===== src/rtl/fx_pkg.sv =====
package fx_pkg;
  typedef enum logic [1:0] {ST_IDLE, ST_CAP, ST_EMIT} fx_state_e;
  localparam int NWORDS = 7;
  localparam logic [7:0] TAG_BASE = 8'hA0;
endpackage


===== src/rtl/fx_window_timer.sv =====
module fx_window_timer #(
  parameter int OW = 5,
  parameter int LW = 6,
  parameter int TW = 9,
  parameter int D  = 20
) (
  input  logic                 clk,
  input  logic                 rst_n,
  input  logic                 start,
  input  logic                 adv,
  input  logic signed [OW-1:0] ws,
  input  logic        [LW-1:0] wl,
  output logic signed [TW-1:0] pt,
  output logic signed [TW-1:0] rel,
  output logic                 ph_pre,
  output logic                 ph_win,
  output logic                 ph_post,
  output logic                 ph_last
);
  localparam logic signed [TW-1:0] PT_INIT = TW'(-D);
  localparam logic signed [TW-1:0] NEG4    = TW'(-4);

  logic signed [TW-1:0] pt_q, wsx, wlx, wl3, wl4;

  assign wsx = TW'(ws);
  assign wlx = $signed({{(TW-LW){1'b0}}, wl});
  assign wl3 = wlx + TW'(3);
  assign wl4 = wlx + TW'(4);

  // time of the sample leaving the history in this cycle
  assign pt  = start ? PT_INIT : pt_q;
  assign rel = pt - wsx;

  assign ph_pre  = (rel >= NEG4) && (rel < TW'(0));
  assign ph_win  = (rel >= TW'(0)) && (rel < wlx);
  assign ph_post = (rel >= wlx) && (rel < wl4);
  assign ph_last = (rel == wl3);

  always_ff @(posedge clk) begin
    if (!rst_n) pt_q <= PT_INIT;
    else if (adv) pt_q <= pt + TW'(1);
  end
endmodule


===== src/rtl/fx_accum.sv =====
module fx_accum #(
  parameter int DW = 12,
  parameter int LW = 6,
  parameter int TW = 9,
  localparam int XW = DW + 1,
  localparam int IW = XW + LW,
  localparam int SW = DW + 2
) (
  input  logic                 clk,
  input  logic                 rst_n,
  input  logic                 clr,
  input  logic                 en,
  input  logic                 ph_pre,
  input  logic                 ph_win,
  input  logic                 ph_post,
  input  logic signed [TW-1:0] rel,
  input  logic        [LW-1:0] il,
  input  logic        [DW-1:0] raw,
  input  logic signed [XW-1:0] x,
  output logic signed [IW-1:0] integ,
  output logic        [SW-1:0] pre_sum,
  output logic        [SW-1:0] post_sum
);
  logic signed [TW-1:0] ilx;
  logic in_int;

  assign ilx    = $signed({{(TW-LW){1'b0}}, il});
  assign in_int = ph_win && (rel < ilx);

  always_ff @(posedge clk) begin
    if (!rst_n) begin
      integ    <= '0;
      pre_sum  <= '0;
      post_sum <= '0;
    end else if (en) begin
      integ    <= (clr ? IW'(0) : integ) + (in_int ? IW'(x) : IW'(0));
      pre_sum  <= (clr ? SW'(0) : pre_sum) + (ph_pre ? SW'(raw) : SW'(0));
      post_sum <= (clr ? SW'(0) : post_sum) + (ph_post ? SW'(raw) : SW'(0));
    end
  end
endmodule


===== src/rtl/fx_peak_edge.sv =====
module fx_peak_edge #(
  parameter int XW   = 13,
  parameter int TW   = 9,
  parameter int QCAP = 15,
  localparam int AW  = TW + 2,
  localparam int MW  = XW + 8,
  localparam int QW  = $clog2(QCAP + 1)
) (
  input  logic                 clk,
  input  logic                 rst_n,
  input  logic                 clr,
  input  logic                 en,
  input  logic                 ph_win,
  input  logic signed [TW-1:0] pt,
  input  logic signed [XW-1:0] x,
  output logic signed [XW-1:0] amp,
  output logic signed [TW-1:0] t_pk,
  output logic                 fp_found,
  output logic signed [TW-1:0] fp_t,
  output logic signed [AW-1:0] arrival
);
  logic signed [XW-1:0] prev_x, rb_x, cm_x, c_x;
  logic signed [XW:0]   rise, rb_d, cm_d, c_d;
  logic signed [TW-1:0] rb_k, cm_k, c_k;
  logic amp_vld, rb_vld, take_rise, new_pk;

  assign rise      = XW'(x) - XW'(prev_x) == 0 ? '0 : (XW+1)'(x) - (XW+1)'(prev_x);
  assign take_rise = !rb_vld || (rise > rb_d);
  assign c_d       = take_rise ? rise : rb_d;
  assign c_k       = take_rise ? pt   : rb_k;
  assign c_x       = take_rise ? x    : rb_x;
  assign new_pk    = !amp_vld || (x > amp);

  always_ff @(posedge clk) begin
    if (!rst_n) begin
      prev_x <= '0; amp <= '0; t_pk <= '0; amp_vld <= 1'b0;
      rb_d <= '0; rb_k <= '0; rb_x <= '0; rb_vld <= 1'b0;
      cm_d <= '0; cm_k <= '0; cm_x <= '0;
      fp_found <= 1'b0; fp_t <= '0;
    end else if (en) begin
      prev_x <= x;
      if (clr) begin
        amp_vld  <= 1'b0;
        rb_vld   <= 1'b0;
        fp_found <= 1'b0;
      end else if (ph_win) begin
        rb_d <= c_d; rb_k <= c_k; rb_x <= c_x; rb_vld <= 1'b1;
        if (new_pk) begin
          amp <= x; t_pk <= pt; amp_vld <= 1'b1;
          cm_d <= c_d; cm_k <= c_k; cm_x <= c_x;
        end
        if (!fp_found && (x > XW'(0))) begin
          fp_found <= 1'b1;
          fp_t     <= pt;
        end
      end
    end
  end

  // quarter-step extrapolation down to the pedestal: count m*d <= 4*x
  logic signed [MW-1:0] num, dx;
  logic [QCAP-1:0] ge;
  logic [QW-1:0]   q;

  assign num = MW'(cm_x) <<< 2;
  assign dx  = MW'(cm_d);

  for (genvar m = 1; m <= QCAP; m++) begin : g_step
    assign ge[m-1] = (cm_d > 0) && ((dx * $signed(MW'(m))) <= num);
  end

  always_comb begin
    q = '0;
    for (int i = 0; i < QCAP; i++) q = q + QW'(ge[i]);
  end

  assign arrival = (cm_d > 0) ? ((AW'(cm_k) <<< 2) - $signed(AW'(q)))
                              : (AW'(t_pk) <<< 2);

  p_amp_mono_r3: assert property (@(posedge clk) disable iff (!rst_n)
    (en && ph_win && !clr && amp_vld) |=> (amp >= $past(amp)));
endmodule


===== src/rtl/pulse_feature_extractor.sv =====
module pulse_feature_extractor #(
  parameter int DW   = 12,
  parameter int OW   = 5,
  parameter int LW   = 6,
  parameter int VW   = 24,
  parameter int QCAP = 15
) (
  input  logic                 clk,
  input  logic                 rst_n,
  input  logic                 s_valid,
  output logic                 s_ready,
  input  logic [DW-1:0]        s_data,
  input  logic                 s_trig,
  input  logic [DW-1:0]        baseline,
  input  logic signed [OW-1:0] win_start,
  input  logic [LW-1:0]        win_len,
  input  logic [LW-1:0]        int_len,
  output logic                 m_valid,
  input  logic                 m_ready,
  output logic [7+VW:0]        m_data,
  output logic                 done
);
  import fx_pkg::*;

  localparam int D  = 2 ** (OW - 1) + 4;
  localparam int TW = ((OW > LW) ? OW : LW) + 3;
  localparam int XW = DW + 1;
  localparam int IW = XW + LW;
  localparam int SW = DW + 2;
  localparam int AW = TW + 2;

  fx_state_e state;
  logic signed [OW-1:0] ws_q, ws_c;
  logic [LW-1:0] wl_q, il_q, wl_c, il_c;
  logic [DW-1:0] bl_q, bl_c;
  logic [DW-1:0] hist [D];
  logic [2:0] widx;
  logic hs, cfg_ok, start, proc, idle;

  assign idle    = (state == ST_IDLE);
  assign s_ready = (state != ST_EMIT);
  assign m_valid = (state == ST_EMIT);
  assign hs      = s_valid && s_ready;
  assign cfg_ok  = (int_len >= LW'(4)) && (win_len != '0);
  assign start   = hs && idle && s_trig && cfg_ok;
  assign proc    = start || (hs && (state == ST_CAP));

  assign ws_c = idle ? win_start : ws_q;
  assign wl_c = idle ? win_len   : wl_q;
  assign il_c = idle ? int_len   : il_q;
  assign bl_c = idle ? baseline  : bl_q;

  // fixed history so the window may open before the trigger
  always_ff @(posedge clk) begin
    if (!rst_n) begin
      for (int i = 0; i < D; i++) hist[i] <= '0;
    end else if (hs) begin
      hist[0] <= s_data;
      for (int i = 1; i < D; i++) hist[i] <= hist[i-1];
    end
  end

  logic [DW-1:0] raw;
  logic signed [XW-1:0] x;
  assign raw = hist[D-1];
  assign x   = $signed({1'b0, raw}) - $signed({1'b0, bl_c});

  logic signed [TW-1:0] pt, rel;
  logic ph_pre, ph_win, ph_post, ph_last;

  fx_window_timer #(.OW(OW), .LW(LW), .TW(TW), .D(D)) u_timer (
    .clk(clk), .rst_n(rst_n), .start(start), .adv(proc),
    .ws(ws_c), .wl(wl_c), .pt(pt), .rel(rel),
    .ph_pre(ph_pre), .ph_win(ph_win), .ph_post(ph_post), .ph_last(ph_last)
  );

  logic signed [IW-1:0] integ;
  logic [SW-1:0] pre_sum, post_sum;

  fx_accum #(.DW(DW), .LW(LW), .TW(TW)) u_accum (
    .clk(clk), .rst_n(rst_n), .clr(start), .en(proc),
    .ph_pre(ph_pre), .ph_win(ph_win), .ph_post(ph_post),
    .rel(rel), .il(il_c), .raw(raw), .x(x),
    .integ(integ), .pre_sum(pre_sum), .post_sum(post_sum)
  );

  logic signed [XW-1:0] amp;
  logic signed [TW-1:0] t_pk, fp_t;
  logic fp_found;
  logic signed [AW-1:0] arrival;

  fx_peak_edge #(.XW(XW), .TW(TW), .QCAP(QCAP)) u_peak (
    .clk(clk), .rst_n(rst_n), .clr(start), .en(proc), .ph_win(ph_win),
    .pt(pt), .x(x), .amp(amp), .t_pk(t_pk),
    .fp_found(fp_found), .fp_t(fp_t), .arrival(arrival)
  );

  always_ff @(posedge clk) begin
    if (!rst_n) begin
      state <= ST_IDLE;
      ws_q <= '0; wl_q <= '0; il_q <= '0; bl_q <= '0;
      widx <= '0;
      done <= 1'b0;
    end else begin
      done <= 1'b0;
      case (state)
        ST_IDLE: if (start) begin
          state <= ST_CAP;
          ws_q <= win_start; wl_q <= win_len; il_q <= int_len; bl_q <= baseline;
        end
        ST_CAP: if (proc && ph_last) begin
          state <= ST_EMIT;
          done  <= 1'b1;
          widx  <= '0;
        end
        ST_EMIT: if (m_ready) begin
          if (widx == 3'(NWORDS - 1)) state <= ST_IDLE;
          else widx <= widx + 3'd1;
        end
        default: state <= ST_IDLE;
      endcase
    end
  end

  logic signed [TW-1:0] fp_none;
  logic [VW-1:0] val;
  assign fp_none = TW'(ws_q) + $signed({{(TW-LW){1'b0}}, wl_q});

  always_comb begin
    case (widx)
      3'd0:    val = VW'(ws_q);
      3'd1:    val = VW'(amp);
      3'd2:    val = VW'(integ);
      3'd3:    val = VW'(pre_sum[SW-1:2]);
      3'd4:    val = VW'(post_sum[SW-1:2]);
      3'd5:    val = VW'(arrival);
      default: val = fp_found ? VW'(fp_t) : VW'(fp_none);
    endcase
  end

  assign m_data = {TAG_BASE + 8'(widx), val};

  p_cfg_ok_r1: assert property (@(posedge clk) disable iff (!rst_n)
    (state == ST_CAP) |-> ((il_q >= LW'(4)) && (wl_q != '0)));
  p_done_pulse_r8: assert property (@(posedge clk) disable iff (!rst_n)
    done |=> !done);
  p_done_valid_r8: assert property (@(posedge clk) disable iff (!rst_n)
    done |-> m_valid);
  p_hold_r9: assert property (@(posedge clk) disable iff (!rst_n)
    (m_valid && !m_ready) |=> (m_valid && $stable(m_data)));
  p_stall_r10: assert property (@(posedge clk) disable iff (!rst_n)
    m_valid |-> !s_ready);
  p_release_r10: assert property (@(posedge clk) disable iff (!rst_n)
    (m_valid && m_ready && (m_data[7+VW:VW] == TAG_BASE + 8'(NWORDS - 1)))
      |=> (!m_valid && s_ready));
endmodule


===== config.mk =====
export PLATFORM = sky130hd
export DESIGN_NAME = pulse_feature_extractor
export DESIGN_NICKNAME = d
export VERILOG_FILES = /design/src/rtl/fx_pkg.sv /design/src/rtl/fx_window_timer.sv /design/src/rtl/fx_accum.sv /design/src/rtl/fx_peak_edge.sv /design/src/rtl/pulse_feature_extractor.sv
export SDC_FILE = /design/constraint.sdc
export NUM_CORES = 1
export LEC_CHECK = 0
export ABC_AREA = 1
export BUFFER_PORTS_ARGS = -buffer_cell sky130_fd_sc_hd__buf_2
export CAP_MARGIN = 5
export CORE_AREA = 3 3 185 322
export CTS_BUF_LIST = sky130_fd_sc_hd__clkbuf_4 sky130_fd_sc_hd__clkbuf_8
export DETAILED_ROUTE_END_ITERATION = 10
export DIE_AREA = 0 0 188 325
export HOLD_SLACK_MARGIN = 0.08
export PLACE_DENSITY = 0.82
export SYNTH_ARGS = -nofsm -noshare
export SYNTH_HDL_FRONTEND = slang
export SYNTH_HIERARCHICAL = 1
export SYNTH_SLANG_ARGS = --single-unit

===== constraint.sdc =====
create_clock -name clk -period 12.35 [get_ports clk]
set_clock_uncertainty 0.15 [all_clocks]
set_input_delay 2.47 -clock clk [delete_from_list [all_inputs] [get_ports clk]]
set_output_delay 2.47 -clock clk [all_outputs]
set_load 0.05 [all_outputs]

Word level (Yosys, flattened, before mapping)
Memory sizes are Yosys's and may differ from the RTL's.
Index checks and enable logic that the tools add are counted.
Widths: inputs -> output; s select.
{"block": "totals", "regBits": 210, "ramBits": 240, "output_inout_bits": 35, "wordCells": 238, "n_memories": 1}
{"memory": "hist", "words": 20, "width": 12, "read_ports": 20, "rd_ports_with_merged_regs": 0, "wr": 20, "line_no": "pulse_feature_extractor.sv:36", "text": "logic [DW-1:0] hist [D];"}
{"block": "op_classes", "add_sub_neg": 28, "mul": 11, "n_lt_le_gt_ge": 27, "n_eq_ne": 15, "mux": 60, "n_bitwise": 21, "n_reduce_logical": 51}
{"operator": "$mux 12", "n": 23}
{"operator": "$pmux 24 s6", "n": 1}
{"operator": "$le 19x15->1", "n": 7}
{"operator": "$mul 14x5->19 const B", "n": 4}
{"operator": "$mul 14x4->18 const B", "n": 4}
{"operator": "$mux 14", "n": 4}
{"operator": "$le 18x15->1", "n": 3}
{"operator": "$add 4x1->4", "n": 13}
{"operator": "$mul 14x3->17 const B", "n": 3}
{"operator": "$mux 19", "n": 2}
{"operator": "$le 17x15->1", "n": 2}
{"operator": "$logic_not 32->1", "n": 1}
{"operator": "$add 14x14->14", "n": 2}
{"operator": "$sub 13x13->14", "n": 2}
{"operator": "$logic_and 1x1->1", "n": 27}
{"operator": "$mux 24", "n": 1}
{"operator": "$or 1x1->1", "n": 20}
{"operator": "$add 19x19->19", "n": 1}
{"operator": "$lt 9x7->1", "n": 2}
{"operator": "$mux 9", "n": 2}
{"operator": "$le 16x15->1", "n": 1}
{"operator": "$reduce_and 4->1", "n": 4}
{"operator": "$le 14x15->1", "n": 1}
{"operator": "$le 15x15->1", "n": 1}
{"operator": "other kinds (46)", "n": 82}

Longest topological paths before layout
{"block": "logic_depth", "word_depth": 19, "ltp_mapped": 50, "ltp_nobuf": 49}

Hierarchy
Netlist, hierarchy kept.
{"module": "fx_peak_edge", "n_inst": 1, "cells_per_inst": 2720, "area_each_um2": 18891.9, "seq_area_each_um2": 2382.3}
{"module": "pulse_feature_extractor", "n_inst": 1, "cells_per_inst": 1320, "area_each_um2": 12518.3, "seq_area_each_um2": 7907.6}
{"module": "fx_accum", "n_inst": 1, "cells_per_inst": 757, "area_each_um2": 4565.6, "seq_area_each_um2": 940.9}
{"module": "fx_window_timer", "n_inst": 1, "cells_per_inst": 251, "area_each_um2": 1522.7, "seq_area_each_um2": 180.2}

Least setup slack after synthesis
No wires, ideal clock.
{"block": "synth_timing", "kind": "register -> output", "startpoint": "reg u_peak.cm_d[13]", "endpoint": "out m_data[19]", "arrival_time_ns": 8.934, "required_time_ns": 9.730, "slack_ns": 0.796, "stages_incl_launch_ff": 43, "path_buffers": 2, "path_cell_list": "dfxtp_1 > buf_2 > inv_1 > ha_1 > ha_1 > fa_1 > ha_1 > nand2_1 > nor2_1 > a221oi_1 > nand2_1 > xor2_1 > ha_1 > nand4_1 > nor3_1 > nand4_1 > nand3_1 > nor2_1 > [7 not listed] > ha_1 > fa_1 > xnor2_1 > ha_1 > nand2_1 > nand2_1 > a21oi_1 > inv_1 > or2_2 > nor2_1 > nand2_1 > xor2_1 > o21ai_0 > nand2_1 > nand3_2 > o21ai_1 > nand2_1 > buf_4"}
{"block": "synth_via", "elab_chain_len": 19, "word_cells_on_any_way": 59, "classes_between": "add/sub (15); mul (11); order compare (16); mux (2); reduce/logical (15)"}
{"item": "start: declaration", "line_no": "fx_peak_edge.sv:23", "text": "logic signed [XW:0] rise, rb_d, cm_d, c_d;"}
{"item": "start signal: assignment", "line_no": "fx_peak_edge.sv:38", "text": "cm_d <= '0; cm_k <= '0; cm_x <= '0;"}
{"item": "start signal: assignment", "line_no": "fx_peak_edge.sv:50", "text": "cm_d <= c_d; cm_k <= c_k; cm_x <= c_x;"}
{"item": "$mul 14x3->17 (tied with other cells)", "line_no": "fx_peak_edge.sv:69", "text": "assign ge[m-1] = (cm_d > 0) && ((dx * $signed(MW'(m))) <= num);"}
{"item": "$le 17x15->1 or $logic_and 1x1->1 (tied branches)", "line_no": "fx_peak_edge.sv:69"}
{"item": "$logic_and 1x1->1 or $add 1x1->2 (tied branches)", "line_no": "fx_peak_edge.sv:69, fx_peak_edge.sv:74"}
{"item": "$add 4x1->4 (13 in series)", "line_no": "fx_peak_edge.sv:74", "text": "for (int i = 0; i < QCAP; i++) q = q + QW'(ge[i]);"}
{"item": "$sub 11x5->11", "line_no": "fx_peak_edge.sv:77", "text": "assign arrival = (cm_d > 0) ? ((AW'(cm_k) <<< 2) - $signed(AW'(q)))"}
{"item": "$mux 11 (*)", "line_no": "fx_peak_edge.sv:77"}
{"item": "net arrival[10]", "line_no": "pulse_feature_extractor.sv:90", "text": "logic signed [AW-1:0] arrival;"}
{"item": "$pmux 24 s6 (*)", "line_no": "pulse_feature_extractor.sv:130", "text": "case (widx)"}
{"item": "end: declaration", "line_no": "pulse_feature_extractor.sv:20", "text": "output logic [7+VW:0] m_data,"}
The timed path passes the listed nets; every way through them passes the cells marked *.

Final worst setup path
{"block": "layout_timing", "startpoint": "reg u_peak.cm_d[5]", "endpoint": "out m_data[18]"}
The elaborated chain is that of the path after synthesis.

==> flow_metrics.tcl <==
set metrics [dict create \
    ys.flop_type "edfxtp_1" \
    clock.fmax_mhz 82.5 \
    grtUsageTotal 0.355 \
    cts.sinks 450 \
    clock_tree.root_cell "clkbuf_8" \
    drc 0 \
    grt_pass1_wl_um 171000 \
    timing.final.ws_setup_ps 230 \
    use_met3 0.0581 \
    cts_tree "yes" \
    synth-seq-area-share 0.304 \
    synth_xor_area_frac 0.0376 \
    wl_per_cell_um 18.5 \
    drt_pass1_iterations 9 \
    critPathMaxFanout 7 \
    crit_required_ps 9730 \
    syn_inst 5048 \
    grt_use_met1 0.329 \
    synth_top_family_by_area "simple AND/OR/NAND/NOR gates" \
    synth.distinct_cells 67 \
    mostFrequentLayoutCells "930 x nand2_1, 888 x inv_1, 628 x nor2_1" \
    final_util 0.726 \
    clockBufferDepth 3 \
    hold_viol 0 \
    syn_area_per_cell_um2 7.43 \
    yosys-mux-area-fraction 0.00320 \
    start_util 0.654 \
    synthSimpleGateAreaFrac 0.234 \
    min_period_over_period 0.981 \
    drive_gt1_frac 0.114 \
    synth_edf_count 240 \
    place_congestion 1.05 \
    power_density_nw_per_um2 143 \
    grt_pass1_vias 33400 \
    worstPathArrival_ps 9500 \
    async_flop_share 0 \
    worstMarginPinSlew_ps 1220 \
    synthAdderAreaFrac 0.203 \
    h-tree-depth 3 \
    die_w_um 188 \
    finalWirelength_um 111000 \
    die_area_um2 61100 \
    synth_warnings 6 \
    slowest_delay_ps 570 \
    core_um2 57300 \
    leakagePower_nw 21.6 \
    fp-row-count 116 \
    vias_per_cell 5.61 \
    setup_viol 0 \
    ir_drop_v 0.000262 \
    area_growth_pct 11.0 \
    status "complete, no violations" \
    crit_slowest_cell "fa_1" \
    io_pins 81 \
    hpwl_um 84600 \
    crit_path_start_kind "flop" \
    crit_top_cell "nand2_1" \
    synth_seq_cells 450 \
    grt.busiest_layer "met2" \
    pre_cts_ws_ps 190 \
    clkTransAtPathRegs_ps 70 \
    antenna_found_initial 4 \
    layout_commonest_cell "nand2_1" \
    ant_nets 0 \
    synth_compound_area_frac 0.106 \
    fin_area_um2 41600 \
    maxCapViolCount 0 \
    cts_buffers 71 \
    drtIter0Drc 2029 \
    grt_max_degree 93 \
    finalCriticalPeriod_ps 12120 \
    hp-class "flop to flop" \
    vias 33600 \
    dpl_cell_area_um2 38800 \
    synthesis.area_um2 37500 \
    worstSetupPathType "flop to output port" \
    finalMaxSlewViolations 0 \
    die_h_um 325 \
    gr-usage-met2 0.647 \
    nNetsFinal 5777 \
    clkLatencyLatePin_ps 710 \
    slew_headroom 0.185 \
    ctsHoldBuffers 0 \
    portBuffers 75 \
    end_kind "output port" \
    gr-total-overflow 0 \
]
[sequential cells by signal, indices dropped and copies added (netlist names), 12 cells and up]
signal	count
hist	240
u_accum/integ	19
u_accum/post_sum	14
u_accum/pre_sum	14
u_peak/cm_d	14
u_peak/rb_d	14
u_peak/amp	13
u_peak/cm_x	13
u_peak/prev_x	13
u_peak/rb_x	13
bl_q	12
[final timing paths]
| kind | slack, ps | depth (start not counted) | end | from |
|---|---|---|---|---|
| hold / removal | 310 | 2 | u_accum/post_sum[0]$_SDFFE_PN0P_ | u_accum/post_sum[0]$_SDFFE_PN0P_ |
| hold reg to reg | 310 | 2 | u_accum/post_sum[0]$_SDFFE_PN0P_ | u_accum/post_sum[0]$_SDFFE_PN0P_ |
| setup reg to reg | 4660 | 37 | u_accum/post_sum[12]$_SDFFE_PN0P_ | state[1]$_SDFFE_PN0P_ |
| setup / recovery | 230 | 48 | m_data[18] | u_peak/cm_d[5]$_SDFFE_PN0P_ |
[critical path, delay by kind of cell, from the launching register on]
kind / cells / cell delay (ps)
AO/OA/AOI/OAI: 5 / 680
XOR/XNOR: 1 / 170
adder cells (fa/ha/maj): 11 / 4440
buffers and inverters: 9 / 890
flip-flops: 1 / 340
AND/OR/NAND/NOR: 22 / 2260
[synthesized netlist by cell type (all sizes together), types with 2 or more instances]
cell | instances | area (um^2)
mux2i | 12 | 120
a22oi | 2 | 15.0
o221ai | 4 | 35.0
nor2 | 663 | 2570
xnor2 | 42 | 368
clkinv | 2 | 7.51
o21bai | 9 | 67.6
inv | 922 | 3470
and2 | 3 | 18.8
conb | 2 | 7.51
a211oi | 4 | 30.0
or2 | 11 | 68.8
nor4 | 14 | 87.6
nand3 | 233 | 1230
buf | 74 | 462
o211ai | 22 | 170
clkbuf | 65 | 244
ha | 492 | 6160
a21boi | 5 | 37.5
a21oi | 387 | 1960
edfxtp | 240 | 7210
nand3b | 18 | 135
dfxtp | 210 | 4200
fa | 73 | 1460
o31ai | 2 | 15.0
nor3b | 2 | 15.0
nand4 | 57 | 357
nor3 | 39 | 206
a31oi | 13 | 81.3
nand2 | 1007 | 4060
a21o | 13 | 97.6
xor2 | 119 | 1040
o21ai | 269 | 1360
o21a | 7 | 52.6
[kinds of logic (layout without fill, tap and decap cells)]
logic type	count (synthesis)	after routing
buf+inv	1063	1235
other cells	2	10
flops	450	450
fa+ha+maj	565	565
simple gates	2051	2051
compound gates	744	744
mux	12	12
xor+xnor	161	161
[through the flow]
step,setup TNS (ps),cells,hold WS [ps],total power [W]
after global routing,-736,5994,335,0.00637
after detailed placement,0,5831,306,0.00445
after floorplan,0,5051,284,0.00376
after CTS,0,5966,315,0.00585
after global placement,0,5831,296,0.00439
final,0,5995,314,0.00595
[report_power, final]
group	switching (W)	internal, W
registers	0.0000534	0.00167
logic	0.00180	0.00107
clock network	0.000661	0.000695
total	0.00251	0.00344
[what timing repair did]
action                     CTS  global route
pin swaps                    6            50
cloned                       0             0
resized for setup           77           171
buffers inserted             5            24
setup endpoints to repair   19            21
[final cells by class]
class | count | area, um^2
multi-input combinational | 3538 | 22900
tap | 767 | 960
antenna | 5 | 12.5
inverter | 924 | 3480
sequential | 450 | 11400
timing repair buffer | 181 | 1340
clock buffer | 90 | 1160
clock inverter | 40 | 319
fill | 4603 | 15700
[routing by layer]
metal  vias up  part of all wire
li1      16500                 -
met4         0              0.12
met2      1184              0.50
met1     15400              0.33
met5         -                 0
met3       567             0.049
(Power assumes the default switching activity.)
